==> src/rtl/inval_seq_pkg.sv <==
package inval_seq_pkg;

    typedef enum logic [1:0] {
        KIND_OTHER = 2'b00,
        KIND_OPEN  = 2'b01,
        KIND_INVAL = 2'b10,
        KIND_CLOSE = 2'b11
    } inv_kind_e;

    typedef struct packed {
        logic illegal;
        logic flush_pipe;
        logic rs2_reg;
    } dec_res_t;

    typedef struct packed {
        logic open;
        logic err;
        logic flush;
    } cmt_res_t;

endpackage

==> src/rtl/inval_feat_enable.sv <==
module inval_feat_enable #(
    parameter int CSR_W  = 64,
    parameter int EN_BIT = 1
) (
    input  logic [CSR_W-1:0] ctrl_csr,
    output logic             feat_en
);
    // Only one bit matters; fold the rest so every bit has a reader.
    logic csr_unused_fold;
    assign csr_unused_fold = ^ctrl_csr;

    generate
        if (EN_BIT < CSR_W) begin : g_bit_in_range
            assign feat_en = ctrl_csr[EN_BIT];
        end else begin : g_bit_out_of_range
            assign feat_en = 1'b0;
        end
    endgenerate
endmodule

==> src/rtl/inval_dec_stage.sv <==
module inval_dec_stage
    import inval_seq_pkg::*;
(
    input  logic       clk,
    input  logic       rst_n,
    input  logic       feat_en,
    input  logic       pipe_flush,
    input  logic       dec_valid,
    input  logic [1:0] dec_kind,
    output dec_res_t   res
);
    dec_res_t  res_d, res_q;
    inv_kind_e kind;
    logic      live, special, fence;

    always_comb begin
        kind    = inv_kind_e'(dec_kind);
        live    = dec_valid && !pipe_flush;
        special = (kind != KIND_OTHER);
        fence   = (kind == KIND_OPEN) || (kind == KIND_CLOSE);
        res_d   = '0;
        if (live && special) begin
            if (!feat_en) begin
                res_d.illegal = 1'b1;
            end else begin
                res_d.flush_pipe = fence;
                res_d.rs2_reg    = (kind == KIND_INVAL);
            end
        end
    end

    always_ff @(posedge clk) begin
        if (!rst_n) res_q <= '0;
        else        res_q <= res_d;
    end

    assign res = res_q;

    // an illegal slot never asks for a flush
    a_r2_illegal_no_flush: assert property (@(posedge clk) disable iff (!rst_n)
        res_q.illegal |-> !res_q.flush_pipe);
    // a squashed slot yields nothing
    a_r12_flush_squash: assert property (@(posedge clk) disable iff (!rst_n)
        pipe_flush |=> (res_q == '0));
    // disabled feature gives no flush mark
    a_r2_disabled_no_mark: assert property (@(posedge clk) disable iff (!rst_n)
        !feat_en |=> !res_q.flush_pipe && !res_q.rs2_reg);
    // register-operand mark only for the invalidate code
    a_r3_rs2_kind: assert property (@(posedge clk) disable iff (!rst_n)
        (dec_valid && dec_kind != 2'b10) |=> !res_q.rs2_reg);
endmodule

==> src/rtl/inval_cmt_tracker.sv <==
module inval_cmt_tracker
    import inval_seq_pkg::*;
(
    input  logic       clk,
    input  logic       rst_n,
    input  logic       feat_en,
    input  logic       cmt_valid,
    input  logic [1:0] cmt_kind,
    input  logic       cmt_exc,
    output cmt_res_t   res
);
    cmt_res_t  st_d, st_q;
    inv_kind_e kind;
    logic      act;

    always_comb begin
        kind      = inv_kind_e'(cmt_kind);
        act       = cmt_valid && !cmt_exc && feat_en;
        st_d      = st_q;
        st_d.err  = 1'b0;
        st_d.flush = 1'b0;
        if (act) begin
            unique case (kind)
                KIND_OPEN: begin
                    st_d.err   = st_q.open;
                    st_d.open  = 1'b1;
                    st_d.flush = 1'b1;
                end
                KIND_INVAL: begin
                    st_d.err = !st_q.open;
                end
                KIND_CLOSE: begin
                    st_d.err   = !st_q.open;
                    st_d.open  = 1'b0;
                    st_d.flush = 1'b1;
                end
                default: ;
            endcase
        end
    end

    always_ff @(posedge clk) begin
        if (!rst_n) st_q <= '0;
        else        st_q <= st_d;
    end

    assign res = st_q;

    // the open flag only rises after a clean opening fence
    a_r5_open_cause: assert property (@(posedge clk) disable iff (!rst_n)
        $rose(st_q.open) |-> $past(cmt_valid && !cmt_exc && feat_en && cmt_kind == 2'b01));
    // an excepting retirement leaves all state alone
    a_r10_exc_hold: assert property (@(posedge clk) disable iff (!rst_n)
        (cmt_valid && cmt_exc) |=> $stable(st_q.open) && !st_q.err && !st_q.flush);
    // nothing moves while the feature is disabled
    a_r13_disabled_hold: assert property (@(posedge clk) disable iff (!rst_n)
        !feat_en |=> $stable(st_q.open) && !st_q.err && !st_q.flush);
    // an error pulse always follows a retirement
    a_r7_err_has_cmt: assert property (@(posedge clk) disable iff (!rst_n)
        st_q.err |-> $past(cmt_valid));
    // invalidate never asks for a retire flush
    a_r11_inval_no_flush: assert property (@(posedge clk) disable iff (!rst_n)
        (cmt_valid && cmt_kind == 2'b10) |=> !st_q.flush);
endmodule

==> src/rtl/inval_seq_guard.sv <==
module inval_seq_guard
    import inval_seq_pkg::*;
#(
    parameter int CSR_W  = 64,
    parameter int EN_BIT = 1
) (
    input  logic             clk,
    input  logic             rst_n,
    input  logic [CSR_W-1:0] ctrl_csr,
    input  logic             pipe_flush,
    input  logic             dec_valid,
    input  logic [1:0]       dec_kind,
    input  logic             cmt_valid,
    input  logic [1:0]       cmt_kind,
    input  logic             cmt_exc,
    output logic             dec_illegal,
    output logic             dec_flush_pipe,
    output logic             dec_rs2_reg,
    output logic             in_seq,
    output logic             order_err,
    output logic             cmt_flush
);
    logic     feat_en;
    dec_res_t dec_res;
    cmt_res_t cmt_res;

    inval_feat_enable #(.CSR_W(CSR_W), .EN_BIT(EN_BIT)) u_enable (
        .ctrl_csr (ctrl_csr),
        .feat_en  (feat_en)
    );

    inval_dec_stage u_dec (
        .clk        (clk),
        .rst_n      (rst_n),
        .feat_en    (feat_en),
        .pipe_flush (pipe_flush),
        .dec_valid  (dec_valid),
        .dec_kind   (dec_kind),
        .res        (dec_res)
    );

    inval_cmt_tracker u_cmt (
        .clk       (clk),
        .rst_n     (rst_n),
        .feat_en   (feat_en),
        .cmt_valid (cmt_valid),
        .cmt_kind  (cmt_kind),
        .cmt_exc   (cmt_exc),
        .res       (cmt_res)
    );

    assign dec_illegal    = dec_res.illegal;
    assign dec_flush_pipe = dec_res.flush_pipe;
    assign dec_rs2_reg    = dec_res.rs2_reg;
    assign in_seq         = cmt_res.open;
    assign order_err      = cmt_res.err;
    assign cmt_flush      = cmt_res.flush;

    // a decode flush never touches the batch flag
    a_r12_flag_kept: assert property (@(posedge clk) disable iff (!rst_n)
        (pipe_flush && !cmt_valid) |=> $stable(in_seq));
endmodule

==> config.mk <==
export PLATFORM = sky130hd
export DESIGN_NAME = inval_seq_guard
export DESIGN_NICKNAME = d
export VERILOG_FILES = /design/src/rtl/inval_seq_pkg.sv /design/src/rtl/inval_feat_enable.sv /design/src/rtl/inval_dec_stage.sv /design/src/rtl/inval_cmt_tracker.sv /design/src/rtl/inval_seq_guard.sv
export SDC_FILE = /design/constraint.sdc
export NUM_CORES = 1
export LEC_CHECK = 0
export BUFFER_PORTS_ARGS = -buffer_cell sky130_fd_sc_hd__buf_2
export CORE_AREA = 5 5 45 47
export CTS_BUF_LIST = sky130_fd_sc_hd__clkbuf_16
export CTS_CLUSTER_SIZE = 40
export DETAILED_ROUTE_END_ITERATION = 12
export DIE_AREA = 0 0 50 52
export PLACE_DENSITY = 0.77
export SYNTH_ARGS = -nofsm -noshare
export SYNTH_HDL_FRONTEND = slang
export SYNTH_HIERARCHICAL = 1
export SYNTH_SLANG_ARGS = --single-unit
==> constraint.sdc <==
create_clock -name clk -period 1.1 [get_ports clk]
set_clock_uncertainty 0.2 [all_clocks]
set_input_delay 0.055 -clock clk [delete_from_list [all_inputs] [get_ports clk]]
set_output_delay 0.055 -clock clk [all_outputs]
set_load 0.05 [all_outputs]
Word-level counts from Yosys, hierarchy flattened
Cells that the tools add are included.
- register bits after elaboration: 6
- input bits: 74
- output and inout bits: 6
- word-level logic and storage cells: 32
- equal/unequal tests: 6
- mux-type cells: 4
- reductions and logical operators: 16
- operators by type and width (cell ; number):
    == test 2 bit, second input constant ; 4
    AND reduction 2 bit ; 3
    == test 2 x 1 -> 1 bit, second input constant ; 2
    logical AND 1 bit ; 4
    one-hot mux 1 bit (2 select lines) ; 2
    nonzero test 2 bit ; 2
    OR reduction 2 bit ; 2
    logical NOT 1 bit ; 3
    AND reduction 3 bit ; 1
    2-to-1 mux 1 bit ; 2
    logical OR 1 bit ; 1

Longest topological paths before layout
Gate-level depths: netlist (run 1).
- depth after elaboration: 4
- mapped depth: 3
- mapped depth without buffers: 2

Cells and area by module
The synthesis (run 1) kept the hierarchy.
- by module, submodules not included (module ; times used ; cells each ; area an instance (µm²) ; seq. area each (µm²)):
    inval_cmt_tracker ; 1 ; 12 ; 126.4 ; 60.1
    inval_dec_stage ; 1 ; 10 ; 121.4 ; 60.1
    inval_feat_enable ; 1 ; 1 ; 7.5 ; 0.0

Least setup slack after synthesis (run 1)
Ideal clock, no wire load.
- kind: reg2reg
- from: register u_cmt.st_q (netlist bit u_cmt/res[2])
- to: register u_cmt.st_q (netlist bit u_cmt/res[1])
- library setup time: 0.119 ns
- arrival time: 0.851 ns
- required time: 0.781 ns
- path slack: -0.070 ns
- cell stages (with the launch flop): 3
- buffers on the path: 0
- period minus slack after synthesis: 1.170 ns
- cell sequence: dfxtp_1 -> nand2b_1 -> a21oi_1
- longest elaborated chain between the ends: 2
- ends and longest elaborated chain (item ; RTL line ; text):
    start, declared ; inval_cmt_tracker.sv:12 ; cmt_res_t st_d, st_q;
    start signal, assigned ; inval_cmt_tracker.sv:44 ; else st_q <= st_d;
    logical NOT 1 bit ; inval_cmt_tracker.sv:30, inval_cmt_tracker.sv:33 ;
    one-hot mux 1 bit (2 select lines) * ; inval_cmt_tracker.sv:23 ; unique case (kind)
Mark *: on every way between the ends. The rest lies on a longest branch, timed or not.
A chain may end at the register's enable or synchronous reset.

Final worst setup path (run 1)
- from: register u_cmt.st_q (netlist bit u_cmt/res[2])
- to: output port in_seq
- RTL lines (item ; RTL line ; text):
    end, declared ; inval_seq_guard.sv:19 ; output logic in_seq,
No word-level cell between the ends.

==> results of run 1 <==
[worst min-delay path, stage by stage]
cell	delay, ns
sky130_fd_sc_hd__buf_2	0.13
sky130_fd_sc_hd__nand2_1	0.07
sky130_fd_sc_hd__mux2i_1	0.05
[final cells by class]
type	count	share of cell area, %
inverter	3	2.15
timing repair buffer	23	32.5
tap	17	4.06
multi-input combinational	13	23.9
clock buffer	3	14.3
sequential	6	23.2
[final timing paths]
check,start,end,slack [ns]
worst max-delay path,u_cmt/res[2]$_SDFFE_PN0P_,in_seq,0.02
worst max register to register,u_cmt/res[2]$_SDFFE_PN0P_,u_cmt/res[1]$_SDFF_PN0_,0.24
worst min register to register,u_cmt/res[2]$_SDFFE_PN0P_,u_cmt/res[2]$_SDFFE_PN0P_,0.27
worst min-delay path,rst_n,u_cmt/res[2]$_SDFFE_PN0P_,-0.07
[metrics by stage]
step	setup slack [ns]	hold WS (ns)	TNS, ns
floorplan	0.109	-0.0743	0
global placement	0.231	0.0398	0
detailed placement	0.202	0.0554	0
CTS	0.00342	-0.0702	0
global route	-0.0111	-0.0366	-0.0111
finish	0.0227	-0.0664	0
[sequential cells by signal, summed over array words and instances, names as in the netlist]
signal / flops
u_cmt/res: 3
u_dec/res: 3
[kinds of logic after synthesis]
group                  after synthesis
AND/OR/NAND/NOR                     10
flip-flops                           6
buffers and inverters                4
AO/OA/AOI/OAI                        2
multiplexers                         1
[routing by layer]
| metal | share of wire, % | vias to the layer above |
|---|---|---|
| li1 | - | 129 |
| met1 | 43 | 110 |
| met2 | 42 | 14 |
| met3 | 15 | 0 |
| met4 | 0 | 0 |
| met5 | 0 | - |
[cell usage in the layout (no fill, tap or decap)]
cell	instances
sky130_fd_sc_hd__a211oi_2	1
sky130_fd_sc_hd__a21oi_1	1
sky130_fd_sc_hd__and2_2	1
sky130_fd_sc_hd__and4b_1	1
sky130_fd_sc_hd__buf_2	13
sky130_fd_sc_hd__clkbuf_16	3
sky130_fd_sc_hd__dfxtp_1	5
sky130_fd_sc_hd__dfxtp_2	1
sky130_fd_sc_hd__dlygate4sd3_1	8
sky130_fd_sc_hd__dlymetal6s4s_1	2
sky130_fd_sc_hd__inv_1	3
sky130_fd_sc_hd__mux2i_1	1
sky130_fd_sc_hd__nand2_1	1
sky130_fd_sc_hd__nand2b_1	1
sky130_fd_sc_hd__nand3b_1	1
sky130_fd_sc_hd__nand3b_4	1
sky130_fd_sc_hd__nand4b_1	1
sky130_fd_sc_hd__nor3_1	1
sky130_fd_sc_hd__nor4_4	1
sky130_fd_sc_hd__or2b_1	1
[where the power goes]
part           total [mW]  switching, mW  internal [mW]
clock network       0.578          0.112          0.466
registers           0.224        0.00124          0.223
logic              0.0892         0.0420         0.0472
[timing repair]
item | in CTS | in global routing
hold buffers | 10 | 1
endpoints found under the setup margin | 0 | 3
gates resized for setup | 0 | 3
hold endpoints to repair | 6 | 6
==> Implementation_results.wiki, run 1 <==
{| class="wikitable"
! Metric !! Value
|-
| Status || finished, violations left
|-
| Failing checks || hold timing
|-
| Placement Rows || 15
|-
| CP delay by family, top || flip-flops
|-
| Sequential cell area in the final layout || 121 um^2
|-
| Main combinational cell family by area after synthesis || simple AND/OR/NAND/NOR gates
|-
| Adder and majority gate portion of the synthesized area || 0%
|-
| Vias in the first global route || 280
|-
| Ys Warns || 6
|-
| Critical path class || reg2out
|-
| Clock Latency Late Sink || approximately 0.22 ns
|-
| Buffer cell driving the clock tree root || sky130_fd_sc_hd__clkbuf_16
|-
| Combined area of all synthesized cells || 255 um^2
|-
| Number of DRC markers after the initial detailed-route iteration || 2
|-
| Maximum achievable frequency || roughly 0.93 GHz
|-
| Global-route wire length before repair || 1050 um
|-
| Unique cell type count in the Yosys netlist || 16
|-
| WHS || -0.0664 ns
|-
| Clock Sink Count || 6
|-
| Final standard cell area without fillers || about 520 um^2
|-
| Depth of the worst register-to-register path || 2
|-
| Power density of the placed cells || roughly 1700 mW/mm^2
|-
| Ant diodes || 0
|-
| Cell count along the critical path || 1
|-
| Peak ir drop on the vdd network || ~0.54 mV
|-
| Via-to-Cell Ratio || a little under 4
|-
| Die Ht || 52 um
|-
| Mean routed wirelength per cell || a little under 10 um
|-
| Total power draw || 891 uW
|-
| Total gr overflow || 0
|-
| Register clock-pin slew on the reported worst setup and hold paths || roughly 0.03 ns
|-
| Pin count of the biggest net entering global routing || 6
|-
| Leakage Power || 0.266 nW
|-
| Clock tree from TritonCTS || built
|-
| Via count || roughly 250
|-
| Xor-xnor portion of the synthesized cell area || 0%
|-
| Buffering stage count on the worst path with inverters included || 1
|-
| Commonest cells post-synth || sky130_fd_sc_hd__dfxtp_1 (6), sky130_fd_sc_hd__inv_1 (3)
|-
| Ys flop type || sky130_fd_sc_hd__dfxtp_1
|-
| Area post-placement || 350 um^2
|-
| Count of flip-flops with a built-in enable after synthesis || 0
|-
| Mapped Cells || 23
|-
| Clock buffer depth || 2
|-
| Top cells by area in the synthesized netlist || sky130_fd_sc_hd__dfxtp_1 (47%), sky130_fd_sc_hd__nand3b_4 (7.8%), sky130_fd_sc_hd__a211oi_2 (4.9%), sky130_fd_sc_hd__nor4_2 (4.9%), sky130_fd_sc_hd__inv_1 (4.4%)
|-
| Count of placed standard cells including taps || 55
|-
| Total setup violations reported at the end of the flow || 0
|-
| Total clock buffers created by CTS || 3
|-
| Most common cell in the synthesized netlist || sky130_fd_sc_hd__dfxtp_1
|-
| Global-route usage over all layers || under 10%
|-
| Remaining antenna violation count || 0
|-
| Required time of the worst setup path || 0.84 ns
|-
| GR Util met3 || 2.58%
|-
| GR met1 Demand/Resource || around 6.5%
|-
| Core area || 0.00161 mm^2
|-
| Share of cell area taken by muxes after synthesis || about 4%
|-
| Compound-gate portion of the synthesized area || just under 7%
|-
| Total I/O pin count || 80
|-
| Die X-Extent || 50 um
|-
| Final net count || 124
|-
| Post-synthesis cell type with the largest combined area || sky130_fd_sc_hd__dfxtp_1
|-
| Die Footprint || ~0.0026 mm^2
|-
| Count of unresolved DRC violations after routing || 0
|-
| Number of fillers in the final layout || between 150 and 200
|-
| Crit path largest cell delay || about 0.33 ns
|-
| Routing layer with the top usage in global route || met2
|-
| Slew at the pin closest to its max-slew limit || 0.251 ns
|-
| Final critical path time including I/O delays and setup || 1.08 ns
|-
| Hold Path Stages || 3
|-
| Crit-path max FO || 4
|-
| Async set or reset register ratio after synthesis || 0%
|-
| Number of levels the H-tree was split into || 1
|-
| Effective utilization at floorplan || ~16%
|-
| Fraction of layout cells with a size suffix above 1 || about 44%
|-
| Class of the tightest hold or removal check || in2reg
|-
| Data arrival time of the critical path || roughly 0.8 ns
|-
| Kind of end point of the critical path || output port
|-
| Number of pins with negative max-slew slack in the final report || 0
|-
| Antenna violations before repair || 0
|-
| Sum of routed wire length over all layers || around 640 um
|-
| HPWL after detailed placement || 510 um
|-
| Area fraction of the dominant cell type after synthesis || ~47%
|-
| Register area share after synthesis || 47.1%
|-
| Count of final hold-check violations || 6
|-
| Cells along the critical path || buf_2
|-
| Slowest-stage cell, CP || sky130_fd_sc_hd__dfxtp_2
|-
| Grt met2 use || between 6 and 7%
|-
| Post-Syn Nets || slightly below 100
|-
| MaxCap Viol Count || 0
|-
| Synthesized area per cell || approximately 11 um^2
|-
| Startpoint Class || register
|-
| Flip-flop and latch count after synthesis || 6
|-
| Simple-gate share of the synthesized area || roughly a third
|-
| Area added between synthesis and finish || 105%
|-
| Length of the first detailed-routing pass in iterations || 4
|-
| Share of the cycle needed by the critical path after routing || between 90% and 100%
|-
| Headroom to the max-slew limit || a little over four fifths
|-
| Area of combinational cells with multiple inputs || between 100 and 150 um^2
|-
| Final estimated routing congestion in global placement || about 0.63
|-
| Post-CTS setup buffer count || 0
|-
| Post-layout utilization of the core || approximately 32%
|-
| Number of standard cells in the final layout excluding fillers || 65
|-
| Count of input and output buffers || 16
|}
Power figures use the tool's default switching activity.
==> run 2, diff against run 1 <==
Settings changed: REMOVE_ABC_BUFFERS set to 1.
==> run 2 against run 1 <==
Compared with the run above:
- the flow still finishes with violations (hold timing)
- register-to-register slack worse by 0.02 ns
- sequential cell count did not move
- critical path depth unchanged
- first-iteration DRC count fell by 100%
- utilization shrank 2.1 points
- count of clock-buffer cells in the layout stayed put
- largest cell class unchanged
- largest power group unchanged
==> Implementation_results.wiki, run 2 (same netlist as run 1, synthesis figures left out) <==
{| class="wikitable"
! Metric !! Value
|-
| Hold Path Stages || 2
|-
| Smallest setup slack after layout || about 0.026 ns
|-
| Number of pins with negative max-slew slack in the final report || 0
|-
| Via count || between 200 and 250
|-
| Via-to-Cell Ratio || 3.84
|-
| Headroom to the max-slew limit || 83.4%
|-
| Vias in the first global route || 272
|-
| Count of final hold-check violations || 6
|-
| Hold buffer count at CTS || 7
|-
| Antenna violations before repair || 0
|-
| Placement Rows || 15
|-
| Effective utilization at floorplan || 15.8%
|-
| Crit path largest cell delay || 0.37 ns
|-
| Clock Sink Count || 6
|-
| Status || finished, violations left
|-
| Die X-Extent || approximately 50 um
|-
| Area added between synthesis and finish || 92.2%
|-
| Depth of the worst register-to-register path || 2
|-
| Startpoint Class || register
|-
| Sequential cell area in the final layout || around 120 um^2
|-
| Slew at the pin closest to its max-slew limit || approximately 0.25 ns
|-
| Final critical path time including I/O delays and setup || ~1.1 ns
|-
| Commonest non-fill, non-tap cell in the layout || sky130_fd_sc_hd__buf_2
|-
| Cells along the critical path || buf_4
|-
| Failing checks || hold timing
|-
| Fraction of layout cells with a size suffix above 1 || approximately 48%
|-
| Buffer cell driving the clock tree root || sky130_fd_sc_hd__clkbuf_16
|-
| Origin of the worst min-delay path || ctrl_csr[1]
|-
| Class of the tightest hold or removal check || in2reg
|-
| Kind of end point of the critical path || output port
|-
| Clock buffer depth || 2
|-
| Slowest-stage cell, CP || sky130_fd_sc_hd__dfxtp_1
|-
| Slack of the worst reg-to-reg path || approximately 0.22 ns
|-
| Required time of the worst setup path || between 0.8 and 0.9 ns
|-
| MaxCap Viol Count || 0
|-
| Remaining antenna violation count || 0
|-
| Number of fillers in the final layout || ~170
|-
| Count of input and output buffers || 16
|-
| Length of the first detailed-routing pass in iterations || 1
|-
| Number of levels the H-tree was split into || 1
|-
| WHS || -0.169 ns
|-
| Grt met2 use || under 10%
|-
| Area post-placement || ~350 um^2
|-
| Die Ht || between 50 and 60 um
|-
| Total setup violations reported at the end of the flow || 0
|-
| WHS Endpoint || u_dec/res[2]$_SDFF_PN0_
|-
| Die Footprint || around 0.0026 mm^2
|-
| Worst slack, placed || roughly 0.21 ns
|-
| Total clock buffers created by CTS || 3
|-
| Final standard cell area without fillers || slightly below 500 um^2
|-
| Core area || ~0.0016 mm^2
|-
| Data arrival time of the critical path || 0.82 ns
|-
| Area of combinational cells with multiple inputs || 125 um^2
|-
| Register clock-pin slew on the reported worst setup and hold paths || ~0.030 ns
|-
| Leading cell types in the layout, fill and taps excluded || sky130_fd_sc_hd__buf_2 (14), sky130_fd_sc_hd__dlygate4sd3_1 (6), sky130_fd_sc_hd__dfxtp_1 (6)
|-
| Maximum achievable frequency || 0.931 GHz
|-
| Worst r2r src || u_cmt/res[2]$_SDFFE_PN0P_
|-
| Capturing point of the worst reg2reg path || u_cmt/res[1]$_SDFF_PN0_
|-
| Final net count || 122
|-
| Final estimated routing congestion in global placement || 0.586
|-
| Pin count of the biggest net entering global routing || 6
|-
| Global-route usage over all layers || 6.07%
|-
| Routing layer with the top usage in global route || met4
|-
| Share of the cycle needed by the critical path after routing || between 90% and 100%
|-
| Mean routed wirelength per cell || 10.8 um
|-
| GR Util met3 || ~2.3%
|-
| Clock Latency Late Sink || approximately 0.23 ns
|-
| Buffering stage count on the worst path with inverters included || 1
|-
| Peak ir drop on the vdd network || 0.492 mV
|-
| Total I/O pin count || 80
|-
| Sum of routed wire length over all layers || just under 700 um
|-
| Setup repair after global routing missed its margin || no
|-
| Leakage Power || approximately 0.24 nW
|-
| Global-route wire length before repair || about 1100 um
|-
| Number of DRC markers after the initial detailed-route iteration || 0
|-
| Post-CTS setup buffer count || 0
|-
| Clock tree from TritonCTS || built
|-
| CP delay by family, top || flip-flops
|-
| Count of unresolved DRC violations after routing || 0
|-
| GR met1 Demand/Resource || about 6.0%
|-
| Ant diodes || 0
|-
| Critical path class || reg2out
|-
| Power density of the placed cells || 1800 mW/mm^2
|-
| Crit-path max FO || 4
|-
| Total gr overflow || 0
|}
## run 2: cell types whose count changed in the layout (fill, tap and decap cells not counted)
| cell | delta |
|---|---|
| sky130_fd_sc_hd__dlygate4sd3_1 | -2 |
| sky130_fd_sc_hd__buf_4 | +1 |
| sky130_fd_sc_hd__dfxtp_1 | +1 |
| sky130_fd_sc_hd__dfxtp_2 | -1 |
| sky130_fd_sc_hd__buf_2 | +1 |
| sky130_fd_sc_hd__dlymetal6s4s_1 | -2 |
## run 2: per-stage QoR
stage                     hold slack, ns  power, mW  setup TNS (ns)  util, %  std cells
after CTS                        -0.0883      0.900               0     30.8         65
after floorplan                  -0.0743      0.259         -0.0752        -         22
after global routing              -0.144      0.922               0     30.4         63
after detailed placement          0.0479      0.290               0     21.6         55
after global placement            0.0463      0.288               0     21.6         55
final                             -0.169      0.885               0     30.4         63
## run 2: worst max-delay path by stage
stage	start	endpoint	slack (ns)	depth (start not counted)
finish	u_cmt/res[2]$_SDFFE_PN0P_	in_seq	0.03	1
global route	dec_kind[1]	u_dec/res[0]$_SDFF_PN0_	0.006	4
CTS	ctrl_csr[1]	u_dec/res[0]$_SDFF_PN0_	0.01	4
detailed placement	u_cmt/res[2]$_SDFFE_PN0P_	in_seq	0.21	1
global placement	cmt_valid	u_cmt/res[0]$_SDFF_PN0_	0.22	3
floorplan	u_cmt/res[2]$_SDFFE_PN0P_	u_cmt/res[1]$_SDFF_PN0_	-0.07	2
## run 2: final cells by class
type,instances,share of cell area (%)
multi-input cells,13,25.5
repair buffers,21,28.1
well taps,17,4.34
flip-flops and latches,6,24.5
inverters,3,2.30
clock buffers,3,15.3
## run 2: metal layers
layer | share of wire, % | routed length, um
met3 | 13 | 85
met2 | 50 | 339
met5 | 0 | 0
met1 | 33 | 223
met4 | 4.6 | 31
## run 2: repair_timing
action	in CTS	in global routing
cloned	0	0
gates resized for setup	1	1
hold endpoints to repair	6	6
pin swaps	0	1
endpoints found under the setup margin	1	3
## run 2: where the power goes
part | switching (mW) | internal [mW] | leakage, nW | total, mW
clock network | 0.114 | 0.466 | 0.0370 | 0.580
logic | 0.0413 | 0.0396 | 0.153 | 0.0809
registers | 0.00143 | 0.223 | 0.0486 | 0.224
==> run 3, diff against run 2 <==
Settings changed: CORE_AREA 5 5 45 47 to 5 5 46 48, DIE_AREA 0 0 50 52 to 0 0 51 53.
Clock period 1.1 ns to 0.9 ns, I/O delays scaled along.
==> run 3 against run 2 <==
Compared with the run above:
- hold slack got worse by 0.027 ns
- count of clock-buffer cells in the layout unchanged
- largest power group unchanged
- register-to-register slack got worse by 0.19 ns
- the run ends with hold timing, setup timing left
- critical path depth unchanged
- critical endpoint unchanged
==> Implementation_results.wiki, run 3 (same netlist as run 1, synthesis figures left out) <==
{| class="wikitable"
! Metric !! Value
|-
| Proportion of power drawn by combinational gates || about 8.1%
|-
| Count of input and output buffers || 16
|-
| Sum of routed wire length over all layers || between 600 and 700 um
|-
| Die Ht || 53 um
|-
| Core area || ~0.0017 mm^2
|-
| WHS || -0.196 ns
|-
| Final standard cell area without fillers || between 400 and 500 um^2
|-
| Headroom to the max-slew limit || 88.6%
|-
| Global-route usage over all layers || 5.42%
|-
| Crit path largest cell delay || roughly 0.35 ns
|-
| Final net count || around 120
|-
| Class of the tightest hold or removal check || in2reg
|-
| Mean routed wirelength per cell || about 11 um
|-
| Total power draw || 1.06 mW
|-
| Commonest non-fill, non-tap cell in the layout || sky130_fd_sc_hd__buf_2
|-
| Buffer cell driving the clock tree root || sky130_fd_sc_hd__clkbuf_16
|-
| Final estimated routing congestion in global placement || ~0.56
|-
| Ant diodes || 0
|-
| Total I/O pin count || 80
|-
| Total setup violations reported at the end of the flow || 6
|-
| Area of combinational cells with multiple inputs || roughly 120 um^2
|-
| Leakage Power || between 0.2 and 0.25 nW
|-
| Count of final hold-check violations || 6
|-
| Area post-placement || 349 um^2
|-
| Power spent charging and discharging nets || 181 uW
|-
| Antenna violations before repair || 0
|-
| GR met1 Demand/Resource || between 4 and 5%
|-
| Smallest setup slack after layout || -0.0673 ns
|-
| Cells along the critical path || buf_8
|-
| Via count || about 220
|-
| Total gr overflow || 0
|-
| Startpoint Class || register
|-
| Buffering stage count on the worst path with inverters included || 1
|-
| Die Footprint || around 0.0027 mm^2
|-
| Number of pins with negative max-slew slack in the final report || 0
|-
| Placement Rows || 15
|-
| Effective utilization at floorplan || about 15%
|-
| Register clock-pin slew on the reported worst setup and hold paths || 0.03 ns
|-
| Number of levels the H-tree was split into || 1
|-
| Leading cell types in the layout, fill and taps excluded || sky130_fd_sc_hd__buf_2 (10), sky130_fd_sc_hd__buf_8 (6), sky130_fd_sc_hd__dfxtp_2 (5)
|-
| CP delay by family, top || flip-flops
|-
| Setup repair after global routing missed its margin || yes
|-
| Share of the cycle needed by the critical path after routing || 107%
|-
| Slowest-stage cell, CP || sky130_fd_sc_hd__dfxtp_4
|-
| GR Util met3 || 5.35%
|-
| Peak ir drop on the vdd network || between 0.5 and 0.6 mV
|-
| Die X-Extent || around 50 um
|-
| Kind of end point of the critical path || output port
|-
| Switching fraction of total power || between 15 and 20%
|-
| Number of fillers in the final layout || ~170
|-
| Status || finished, violations left
|-
| Clock buffer depth || 2
|-
| Power share of the clock group || about 66%
|-
| Crit-path max FO || 4
|-
| Critical path class || reg2out
|-
| Remaining antenna violation count || 0
|-
| Final critical path time including I/O delays and setup || 0.967 ns
|-
| Worst slack, placed || 0.0270 ns
|-
| Grt met2 use || under 10%
|-
| Routing layer with the top usage in global route || met2
|-
| Maximum achievable frequency || approximately 1.0 GHz
|-
| Power density of the placed cells || 2130 mW/mm^2
|-
| Total Negative Setup Slacks || -0.204 ns
|-
| Data arrival time of the critical path || slightly above 0.7 ns
|-
| Pin count of the biggest net entering global routing || 6
|-
| Clock tree from TritonCTS || built
|-
| Fraction of layout cells with a size suffix above 1 || about three quarters
|-
| HPWL after detailed placement || ~500 um
|-
| Clock Sink Count || 6
|-
| Sequential power share || 25.9%
|-
| Failing checks || hold timing, setup timing
|-
| Slew at the pin closest to its max-slew limit || between 0.15 and 0.2 ns
|-
| MaxCap Viol Count || 0
|-
| Total clock buffers created by CTS || 3
|-
| Length of the first detailed-routing pass in iterations || 2
|-
| Via-to-Cell Ratio || ~3.8
|-
| Required time of the worst setup path || around 0.65 ns
|-
| Sequential cell area in the final layout || between 100 and 150 um^2
|-
| Count of unresolved DRC violations after routing || 0
|-
| Global-route wire length before repair || 931 um
|-
| Power Internal || approximately 880 uW
|-
| Vias in the first global route || around 230
|-
| Number of DRC markers after the initial detailed-route iteration || 2
|-
| Area added between synthesis and finish || 95.1%
|-
| Clock Latency Late Sink || ~0.22 ns
|}
run 3: changes by cell type in the layout (fill, tap and decap cells not counted):
cell / delta
sky130_fd_sc_hd__a21oi_1: -1
sky130_fd_sc_hd__buf_8: +6
sky130_fd_sc_hd__nor4_2: +1
sky130_fd_sc_hd__dfxtp_1: -6
sky130_fd_sc_hd__a21oi_2: +1
sky130_fd_sc_hd__dlygate4sd3_1: -6
sky130_fd_sc_hd__dfxtp_4: +1
sky130_fd_sc_hd__nor4_4: -1
sky130_fd_sc_hd__buf_2: -4
sky130_fd_sc_hd__dfxtp_2: +5
sky130_fd_sc_hd__buf_4: -1
run 3: repair_timing:
item,CTS,global route
buffers inserted,0,0
pin swaps,0,1
gates resized for setup,20,6
setup endpoints to repair,6,7
hold endpoints to repair,6,6
run 3: worst paths after layout:
kind / start / to / slack (ns) / cells after the start
worst max-delay path: u_cmt/res[2]$_SDFFE_PN0P_ / in_seq / -0.07 / 1
worst min-delay path: dec_kind[0] / u_dec/res[0]$_SDFF_PN0_ / -0.20 / 2
worst max register to register: u_cmt/res[2]$_SDFFE_PN0P_ / u_cmt/res[1]$_SDFF_PN0_ / 0.03 / 2
worst min register to register: u_cmt/res[2]$_SDFFE_PN0P_ / u_cmt/res[2]$_SDFFE_PN0P_ / 0.30 / 2
run 3: power by group through the flow:
stage | sequential [mW] | clock, mW | combinational (mW)
3_5_place_dp | 0.278 | 0 | 0.0764
4_1_cts | 0.276 | 0.711 | 0.0832
6_report | 0.274 | 0.701 | 0.0859
5_1_grt | 0.275 | 0.746 | 0.0926
3_3_place_gp | 0.278 | 0 | 0.0747
2_1_floorplan | 0.295 | 0 | 0.0220
run 3: area by class of cell:
cell class                      count  area share (%)
Sequential cell                     6            26.1
Tap cell                           17            4.27
Multi-Input combinational cell     13            24.1
Inverter                            3            2.26
Timing Repair Buffer               16            28.1
Clock buffer                        3            15.1
run 3: worst register-to-register path: stages, from the launching register on:
cell and delay (ns):
sky130_fd_sc_hd__dfxtp_4 0.35, sky130_fd_sc_hd__nand2b_1 0.15, sky130_fd_sc_hd__a21oi_2 0.10
run 3: routing by layer:
layer | wire length, um | up-vias
li1 | - | 115
met1 | 198 | 93
met2 | 334 | 10
met3 | 83 | 0
met4 | 0 | 0
met5 | 0 | -
run 3: metrics by stage:
step | utilization (%) | cells
after floorplan | - | 22
after global placement | 20.9 | 55
after detailed placement | 20.9 | 55
after CTS | 28.5 | 58
after global routing | 29.8 | 58
final | 29.8 | 58
